$ cat src/rtl/ser2par_pkg.sv
package ser2par_pkg;

    typedef enum logic {
        ST_PRIME = 1'b0,
        ST_LIVE  = 1'b1
    } deser_state_e;

endpackage

$ cat src/rtl/rx_bit_counter.sv
module rx_bit_counter #(
    parameter int N = 10
) (
    input  logic clk,
    input  logic rst_n,
    input  logic bit_en,
    output logic load_o
);
    localparam int CW = (N > 1) ? $clog2(N) : 1;
    localparam logic [CW-1:0] LAST = CW'(N - 1);

    logic [CW-1:0] cnt_q;

    assign load_o = bit_en && (cnt_q == LAST);

    always_ff @(posedge clk) begin
        if (!rst_n) begin
            cnt_q <= '0;
        end else if (bit_en) begin
            cnt_q <= (cnt_q == LAST) ? '0 : cnt_q + 1'b1;
        end
    end

    AST_CNT_RANGE: assert property (@(posedge clk) disable iff (!rst_n)
        cnt_q <= LAST);
    AST_CNT_FROZEN: assert property (@(posedge clk) disable iff (!rst_n)
        !bit_en |=> $stable(cnt_q));

endmodule

$ cat src/rtl/rx_shift_reg.sv
module rx_shift_reg #(
    parameter int N = 10
) (
    input  logic         clk,
    input  logic         rst_n,
    input  logic         bit_en,
    input  logic         bit_in,
    output logic [N-1:0] word_nx_o
);
    // Only N-1 bits are stored; the last bit goes straight to the hold register.
    localparam int SW = N - 1;

    logic [SW-1:0] sh_q;

    assign word_nx_o = {sh_q, bit_in};

    generate
        if (SW == 1) begin : g_one
            always_ff @(posedge clk) begin
                if (!rst_n)      sh_q <= '0;
                else if (bit_en) sh_q <= bit_in;
            end
        end else begin : g_many
            always_ff @(posedge clk) begin
                if (!rst_n)      sh_q <= '0;
                else if (bit_en) sh_q <= {sh_q[SW-2:0], bit_in};
            end
        end
    endgenerate

    AST_SHIFT_IDLE: assert property (@(posedge clk) disable iff (!rst_n)
        !bit_en |=> $stable(sh_q));

endmodule

$ cat src/rtl/rx_word_hold.sv
module rx_word_hold #(
    parameter int N = 10
) (
    input  logic         clk,
    input  logic         rst_n,
    input  logic         load_i,
    input  logic [N-1:0] word_nx_i,
    output logic [N-1:0] hold_o,
    output logic         stb_o,
    output logic         phase_o
);
    always_ff @(posedge clk) begin
        if (!rst_n) begin
            hold_o  <= '0;
            stb_o   <= 1'b0;
            phase_o <= 1'b0;
        end else begin
            stb_o <= load_i;
            if (load_i) begin
                hold_o  <= word_nx_i;
                phase_o <= ~phase_o;
            end
        end
    end

    AST_HOLD_STABLE: assert property (@(posedge clk) disable iff (!rst_n)
        !load_i |=> $stable(hold_o));
    AST_STB_AFTER_LOAD: assert property (@(posedge clk) disable iff (!rst_n)
        stb_o |-> $past(load_i));
    AST_STB_SINGLE: assert property (@(posedge clk) disable iff (!rst_n)
        stb_o |=> !stb_o);
    AST_PHASE_FLIP: assert property (@(posedge clk) disable iff (!rst_n)
        stb_o |-> (phase_o != $past(phase_o)));

endmodule

$ cat src/rtl/rx_deser_fsm.sv
module rx_deser_fsm
    import ser2par_pkg::*;
(
    input  logic clk,
    input  logic rst_n,
    input  logic load_i,
    output logic valid_o
);
    deser_state_e st_q, st_nx;

    always_comb begin
        st_nx = st_q;
        unique case (st_q)
            ST_PRIME: if (load_i) st_nx = ST_LIVE;   // PRIME_TO_LIVE
            ST_LIVE:  st_nx = ST_LIVE;               // LIVE_HOLD
            default:  st_nx = ST_PRIME;
        endcase
    end

    always_ff @(posedge clk) begin
        if (!rst_n) st_q <= ST_PRIME;
        else        st_q <= st_nx;
    end

    always_comb begin
        valid_o = (st_q == ST_LIVE);
    end

    AST_VALID_STICKY: assert property (@(posedge clk) disable iff (!rst_n)
        valid_o |=> valid_o);
    AST_VALID_RISE_ON_LOAD: assert property (@(posedge clk) disable iff (!rst_n)
        $rose(valid_o) |-> $past(load_i));

endmodule

$ cat src/rtl/ser2par_deser.sv
module ser2par_deser #(
    parameter int N = 10
) (
    input  logic         clk,
    input  logic         rst_n,
    input  logic         bit_en,
    input  logic         bit_in,
    output logic [N-1:0] par_word,
    output logic         word_stb,
    output logic         word_phase,
    output logic         held_valid
);
    logic         load;
    logic [N-1:0] word_nx;

    initial begin
        if (N < 2) $error("ser2par_deser: N must be at least 2");
    end

    rx_bit_counter #(.N(N)) u_cnt (
        .clk    (clk),
        .rst_n  (rst_n),
        .bit_en (bit_en),
        .load_o (load)
    );

    rx_shift_reg #(.N(N)) u_shift (
        .clk       (clk),
        .rst_n     (rst_n),
        .bit_en    (bit_en),
        .bit_in    (bit_in),
        .word_nx_o (word_nx)
    );

    rx_word_hold #(.N(N)) u_hold (
        .clk       (clk),
        .rst_n     (rst_n),
        .load_i    (load),
        .word_nx_i (word_nx),
        .hold_o    (par_word),
        .stb_o     (word_stb),
        .phase_o   (word_phase)
    );

    rx_deser_fsm u_fsm (
        .clk     (clk),
        .rst_n   (rst_n),
        .load_i  (load),
        .valid_o (held_valid)
    );

    AST_VALID_WITH_STB: assert property (@(posedge clk) disable iff (!rst_n)
        (word_stb && !$past(held_valid)) |-> held_valid);

endmodule

$ cat config.mk
export PLATFORM = sky130hd
export DESIGN_NAME = ser2par_deser
export DESIGN_NICKNAME = d
export VERILOG_FILES = /design/src/rtl/ser2par_pkg.sv /design/src/rtl/rx_bit_counter.sv /design/src/rtl/rx_shift_reg.sv /design/src/rtl/rx_word_hold.sv /design/src/rtl/rx_deser_fsm.sv /design/src/rtl/ser2par_deser.sv
export SDC_FILE = /design/constraint.sdc
export NUM_CORES = 1
export LEC_CHECK = 0
export ABC_AREA = 1
export BUFFER_PORTS_ARGS = -buffer_cell sky130_fd_sc_hd__buf_4
export CAP_MARGIN = 20
export CORE_MARGIN = 4
export CORE_UTILIZATION = 54
export DETAILED_ROUTE_END_ITERATION = 16
export PLACE_DENSITY = 0.76
export SETUP_SLACK_MARGIN = 0.3
export SLEW_MARGIN = 40
export SYNTH_ARGS = -nofsm -noshare
export SYNTH_HDL_FRONTEND = slang
export SYNTH_HIERARCHICAL = 1
export SYNTH_SLANG_ARGS = --single-unit
export TNS_END_PERCENT = 100
$ cat constraint.sdc
create_clock -name clk -period 1.58 [get_ports clk]
set_input_delay 0.079 -clock clk [delete_from_list [all_inputs] [get_ports clk]]
set_output_delay 0.079 -clock clk [all_outputs]
set_load 0.05 [all_outputs]
# After elaboration in Yosys (flattened, before gate mapping)
# Index checks and enable logic that the tools add are counted.
[word_totals] register_bits=26 input_bits=4 out_inout_bits=13 elab_cells=14
[op_classes] add_sub_neg=1 n_eq_ne=1 mux=3 bitwise_logic=2 n_reduce_logical=1
[op_table] cell="4-bit by 1-bit adder with 4-bit output, second input constant" n=1
[op_table] cell="4-bit == test, second input constant" n=1
[op_table] cell="4-bit 2-to-1 mux" n=1
[op_table] cell="1-bit inverter" n=2
[op_table] cell="1-bit one-hot mux with 2 select lines" n=1
[op_table] cell="1-bit logical AND" n=1
[op_table] cell="1-bit 2-to-1 mux" n=1

# Depth between registers and ports, before layout
[logic_depth] depth_word=4 ltp_mapped=7 depth_no_buf=6

# Modules after synthesis
# The synthesis kept the hierarchy.
[modules_own_cells] module="rx_word_hold" n_inst=1 cells_each=71 area_each_um2=478.0 seq_area_each_um2=240.2
[modules_own_cells] module="rx_shift_reg" n_inst=1 cells_each=58 area_each_um2=451.7 seq_area_each_um2=180.2
[modules_own_cells] module="rx_bit_counter" n_inst=1 cells_each=26 area_each_um2=181.4 seq_area_each_um2=80.1
[modules_own_cells] module="rx_deser_fsm" n_inst=1 cells_each=4 area_each_um2=31.3 seq_area_each_um2=20.0

# Worst setup path before layout
# Ideal clock, no wire load.
[synth_path] path_type="register -> register" from="reg u_cnt.cnt_q[1]" to="reg u_hold.phase_o" setup_time_ns=0.115 arrival_ns=1.086 required_time_ns=1.465 slack_ns=0.379 stages_incl_launch_ff=8 n_path_buf=1 synth_period_minus_slack_ns=1.201 cell_sequence="dfxtp_1 -> inv_1 -> nand3_1 -> nor2_1 -> buf_6 -> nand2_1 -> nand2_1 -> nor2_1"
[synth_between] elab_chain_len=2
[synth_lines] item="start: declaration" line_no="rx_bit_counter.sv:12" source="logic [CW-1:0] cnt_q;"
[synth_lines] item="start signal: assignment" line_no="rx_bit_counter.sv:20" source="cnt_q <= (cnt_q == LAST) ? '0 : cnt_q + 1'b1;"
[synth_lines] item="4-bit == test" line_no="rx_bit_counter.sv:14" source="assign load_o = bit_en && (cnt_q == LAST);"
[synth_lines] item="1-bit logical AND" line_no="rx_bit_counter.sv:14"
[synth_lines] item="named net load" line_no="ser2par_deser.sv:13" source="logic load;"
[synth_lines] item="end signal: assignment" line_no="rx_word_hold.sv:21" source="phase_o <= ~phase_o;"
[synth_lines] item="end: declaration" line_no="rx_word_hold.sv:10" source="output logic phase_o"
# The timed path passes the listed nets, and every way through them passes these cells.
# A chain may end at the register's enable or synchronous reset.

# Worst setup path in the final report
[layout_path] from="reg u_cnt.cnt_q[1]" to="reg u_hold.hold_o[5]"
[layout_between] elab_chain_len=2
[layout_lines] item="4-bit == test" line_no="rx_bit_counter.sv:14"
[layout_lines] item="1-bit logical AND" line_no="rx_bit_counter.sv:14"
[layout_lines] item="named net load" line_no="ser2par_deser.sv:13"
[layout_lines] item="end signal: assignment" line_no="rx_word_hold.sv:20" source="hold_o <= word_nx_i;"
[layout_lines] item="end: declaration" line_no="rx_word_hold.sv:8" source="output logic [N-1:0] hold_o,"
# The timed path passes the listed nets, and every way through them passes these cells.

==> results.py <==
metrics = {
    "run_status": {
        "status": "completed",
    },
    "finish": {
        "area.growth.synth_to_final_pct": 12.9,
        "antenna_cells_inserted": 0,
        "fraction_of_final_layout_cells_sized_beyond_drive_strength_1": 0.253,
        "fin_nets": 179,
        "finished_layout_cell_area_um2": 1290,
        "post_layout_nonfiller_instances": 201,
    },
    "setup_path": {
        "worstPathMaxFanout": 12,
        "startpoint_type": "flip-flop",
        "worst-endpoint-required_ps": 1820,
        "cp_data_arrival_time_ps": 1400,
        "worst_setup_path_end_kind": "flip-flop",
        "critical_path_class": "flip-flop to flip-flop",
        "worst_r2r_path_depth": 7,
    },
    "pwr": {
        "power.share.clock": 0.366,
        "combinationalPowerShare": 0.077,
        "seq_power_share": 0.557,
        "power.net_switching_uw": 275,
        "cell_internal_pwr_uw": 968,
        "power.static_leakage_uw": 0.000600,
        "peakVddDrop_uv": 571,
        "cellPowerDensity_nw_per_um2": 963,
        "sw_frac_of_total": 0.221,
    },
    "timing": {
        "fin_crit_sh": 0.735,
        "worst_slew_margin_rel": 0.814,
        "layout_setup_ws_ps": 418,
        "hold_viol": 0,
        "clock-skew-final_ps": 5.11,
        "tightestPinTransition_ps": 279,
        "setup-tns-final_ps": 0,
        "report.final.setup_viol": 0,
        "finalWorstPathRequiredPeriod_ps": 1160,
        "rsz0062_at_grt": "no",
        "final.hold.worst_slack_ps": 56.8,
        "maxSlewViolCount": 0,
        "max_freq_mhz": 861,
    },
    "grt": {
        "pin_count_of_the_biggest_net_entering_global_routing": 27,
        "initial_antenna_violation_count": 0,
        "wire_length_of_the_first_global_routing_pass_um": 3120,
        "grt_remaining_overflow": 0,
        "first_global_vias": 762,
        "grtUsageTotal": 0.145,
    },
    "routing": {
        "routed.top_layer": "met4",
        "drt-initial-drc-count": 18,
        "detail_route.drc_violations": 0,
        "via_count": 894,
        "detailedRoute.firstPassIterationCount": 4,
        "antenna_violating_nets_post_route": 0,
        "routed_via_density": 4.45,
        "wl_met3_um": 107,
        "detailroute.wirelength.met2_um": 875,
        "met1_length_um": 902,
        "wl_um": 1900,
        "wl_per_cell_um": 9.43,
    },
    "clock_network": {
        "cts_made_buffers": 3,
        "post_cts_resized": 0,
        "clockRootBuffer": "clkbuf_4",
        "cts.sink_count": 26,
        "cts_hold_buffers": 0,
        "clock_latency_ps": 320,
        "cts-root-to-sink-buffers": 2,
        "clock_tree_from_tritoncts": "built",
        "htree_num_levels": 1,
        "clkSlewWorstSetupHoldPaths_ps": 140,
        "post_cts_setup_buffer_count": 0,
    },
    "logic_synthesis": {
        "syn-cell-area_um2": 1140,
        "netlist.area_leader.share": 0.456,
        "synthesis.area_per_instance_um2": 7.18,
        "yosysSeqAreaShare": 0.456,
        "postSynthCellCount": 159,
        "mappedNetlistNets": 163,
        "synth_cell_type_count": 17,
        "synth_top_cell_by_area": "dfxtp_1",
        "synth.area.top_cells": "dfxtp_1 (46%), nand2_1 (15%), nor2_1 (9.9%)",
        "postSynthRegisterBits": 26,
        "synth-warning-count": 6,
    },
    "hold_path": {
        "worstHoldPathCells": 5,
        "hold_class": "primary input to flip-flop",
    },
    "floorplanning": {
        "die_w_um": 54.0,
        "floorplan.rows": 16,
        "die_area_um2": 2920,
        "floorplan.die.height_um": 54.0,
        "fp.coreArea_um2": 1980,
        "io_pins": 17,
        "initial_core_util": 0.576,
    },
    "placed_design": {
        "post_placement_setup_slack_ps": 384,
        "place.detailed.instances": 196,
        "globalplace.congestion": 0.740,
        "io_buffers": 16,
        "postPlaceCellArea_um2": 1220,
        "post-dp-hpwl_um": 1310,
    },
    "flow_run": {
        "drv.max_cap_violation_count": 0,
    },
}
-- area by class of cell --
class | count | area (µm²)
Timing Repair Buffer | 18 | 139
Clock buffer | 3 | 22.5
Tap cell | 27 | 33.8
Sequential cell | 26 | 520
Inverter | 25 | 93.8
Clock inverter | 1 | 30.0
Fill cell | 182 | 692
Multi-Input combinational cell | 101 | 450
-- power by group through the flow --
stage	combinational (µW)	sequential, µW	clock [µW]
after floorplan	89.2	703	0
after CTS	95.4	692	464
after detailed placement	95.1	707	0
after global placement	92.3	705	0
after global routing	109	695	488
final	95.6	692	455
-- path summary, 6_finish.rpt --
| kind | startpoint | to | slack, ps |
|---|---|---|---|
| worst max-delay path | u_cnt/cnt_q[1] | u_hold/hold_o[5] | 420 |
| worst min-delay path | bit_in | u_shift/sh_q[0] | 60 |
| worst max register to register | u_cnt/cnt_q[1] | u_hold/hold_o[5] | 420 |
| worst min register to register | u_hold/hold_o[2] | u_hold/hold_o[2] | 480 |
-- cells in the final DEF, fill, tap and decap left out, drive strengths merged --
cell type | netlist | routed
buf | 6 | 18
dfxtp | 26 | 26
o21ai | 1 | 1
inv | 25 | 25
clkbuf | 1 | 3
nor2 | 47 | 47
a21oi | 1 | 1
nand2 | 48 | 48
nand4 | 1 | 1
o22ai | 1 | 1
bufinv | 0 | 1
nand3 | 2 | 2
-- state kept, by name, summed over array words and instances (netlist names) --
| register | flops |
|---|---|
| u_hold/hold_o | 10 |
| u_shift/sh_q | 9 |
| u_cnt/cnt_q | 4 |
| u_fsm/valid_o | 1 |
| u_hold/phase_o | 1 |
| u_hold/stb_o | 1 |
-- worst max-delay path, cell delays in order (launching register included) --
cell and delay (ps):
dfxtp_1 340, inv_1 100, nand3_1 130, nor2_2 160
buf_4 200, nand2_1 70, nand2_1 50, nor2_1 30
-- cells in the mapped netlist (all sizes together) --
cell,number
nand3,2
nor2,47
buf,6
inv,25
clkbuf,1
dfxtp,26
o22ai,1
a21oi,1
nand2,48
o21ai,1
nand4,1
-- layer usage --
layer,track usage,vias up
li1,-,483
met5,0,-
met2,0.230,22
met4,0.0622,0
met3,0.0332,2
met1,0.188,387
-- cells by family (layout without fill, tap and decap cells) --
group	Yosys count	count (layout)	synth area share
flops	26	26	0.456
compound gates	3	3	0.0175
buf+inv	32	47	0.152
simple gates	98	98	0.375
-- through the flow --
| stage | utilization | total power, µW |
|---|---|---|
| finish | 0.651 | 1240 |
| global route | 0.651 | 1290 |
| CTS | 0.644 | 1250 |
| detailed placement | 0.617 | 802 |
| global placement | 0.617 | 798 |
| floorplan | - | 792 |
Power figures use the tool's default switching activity.
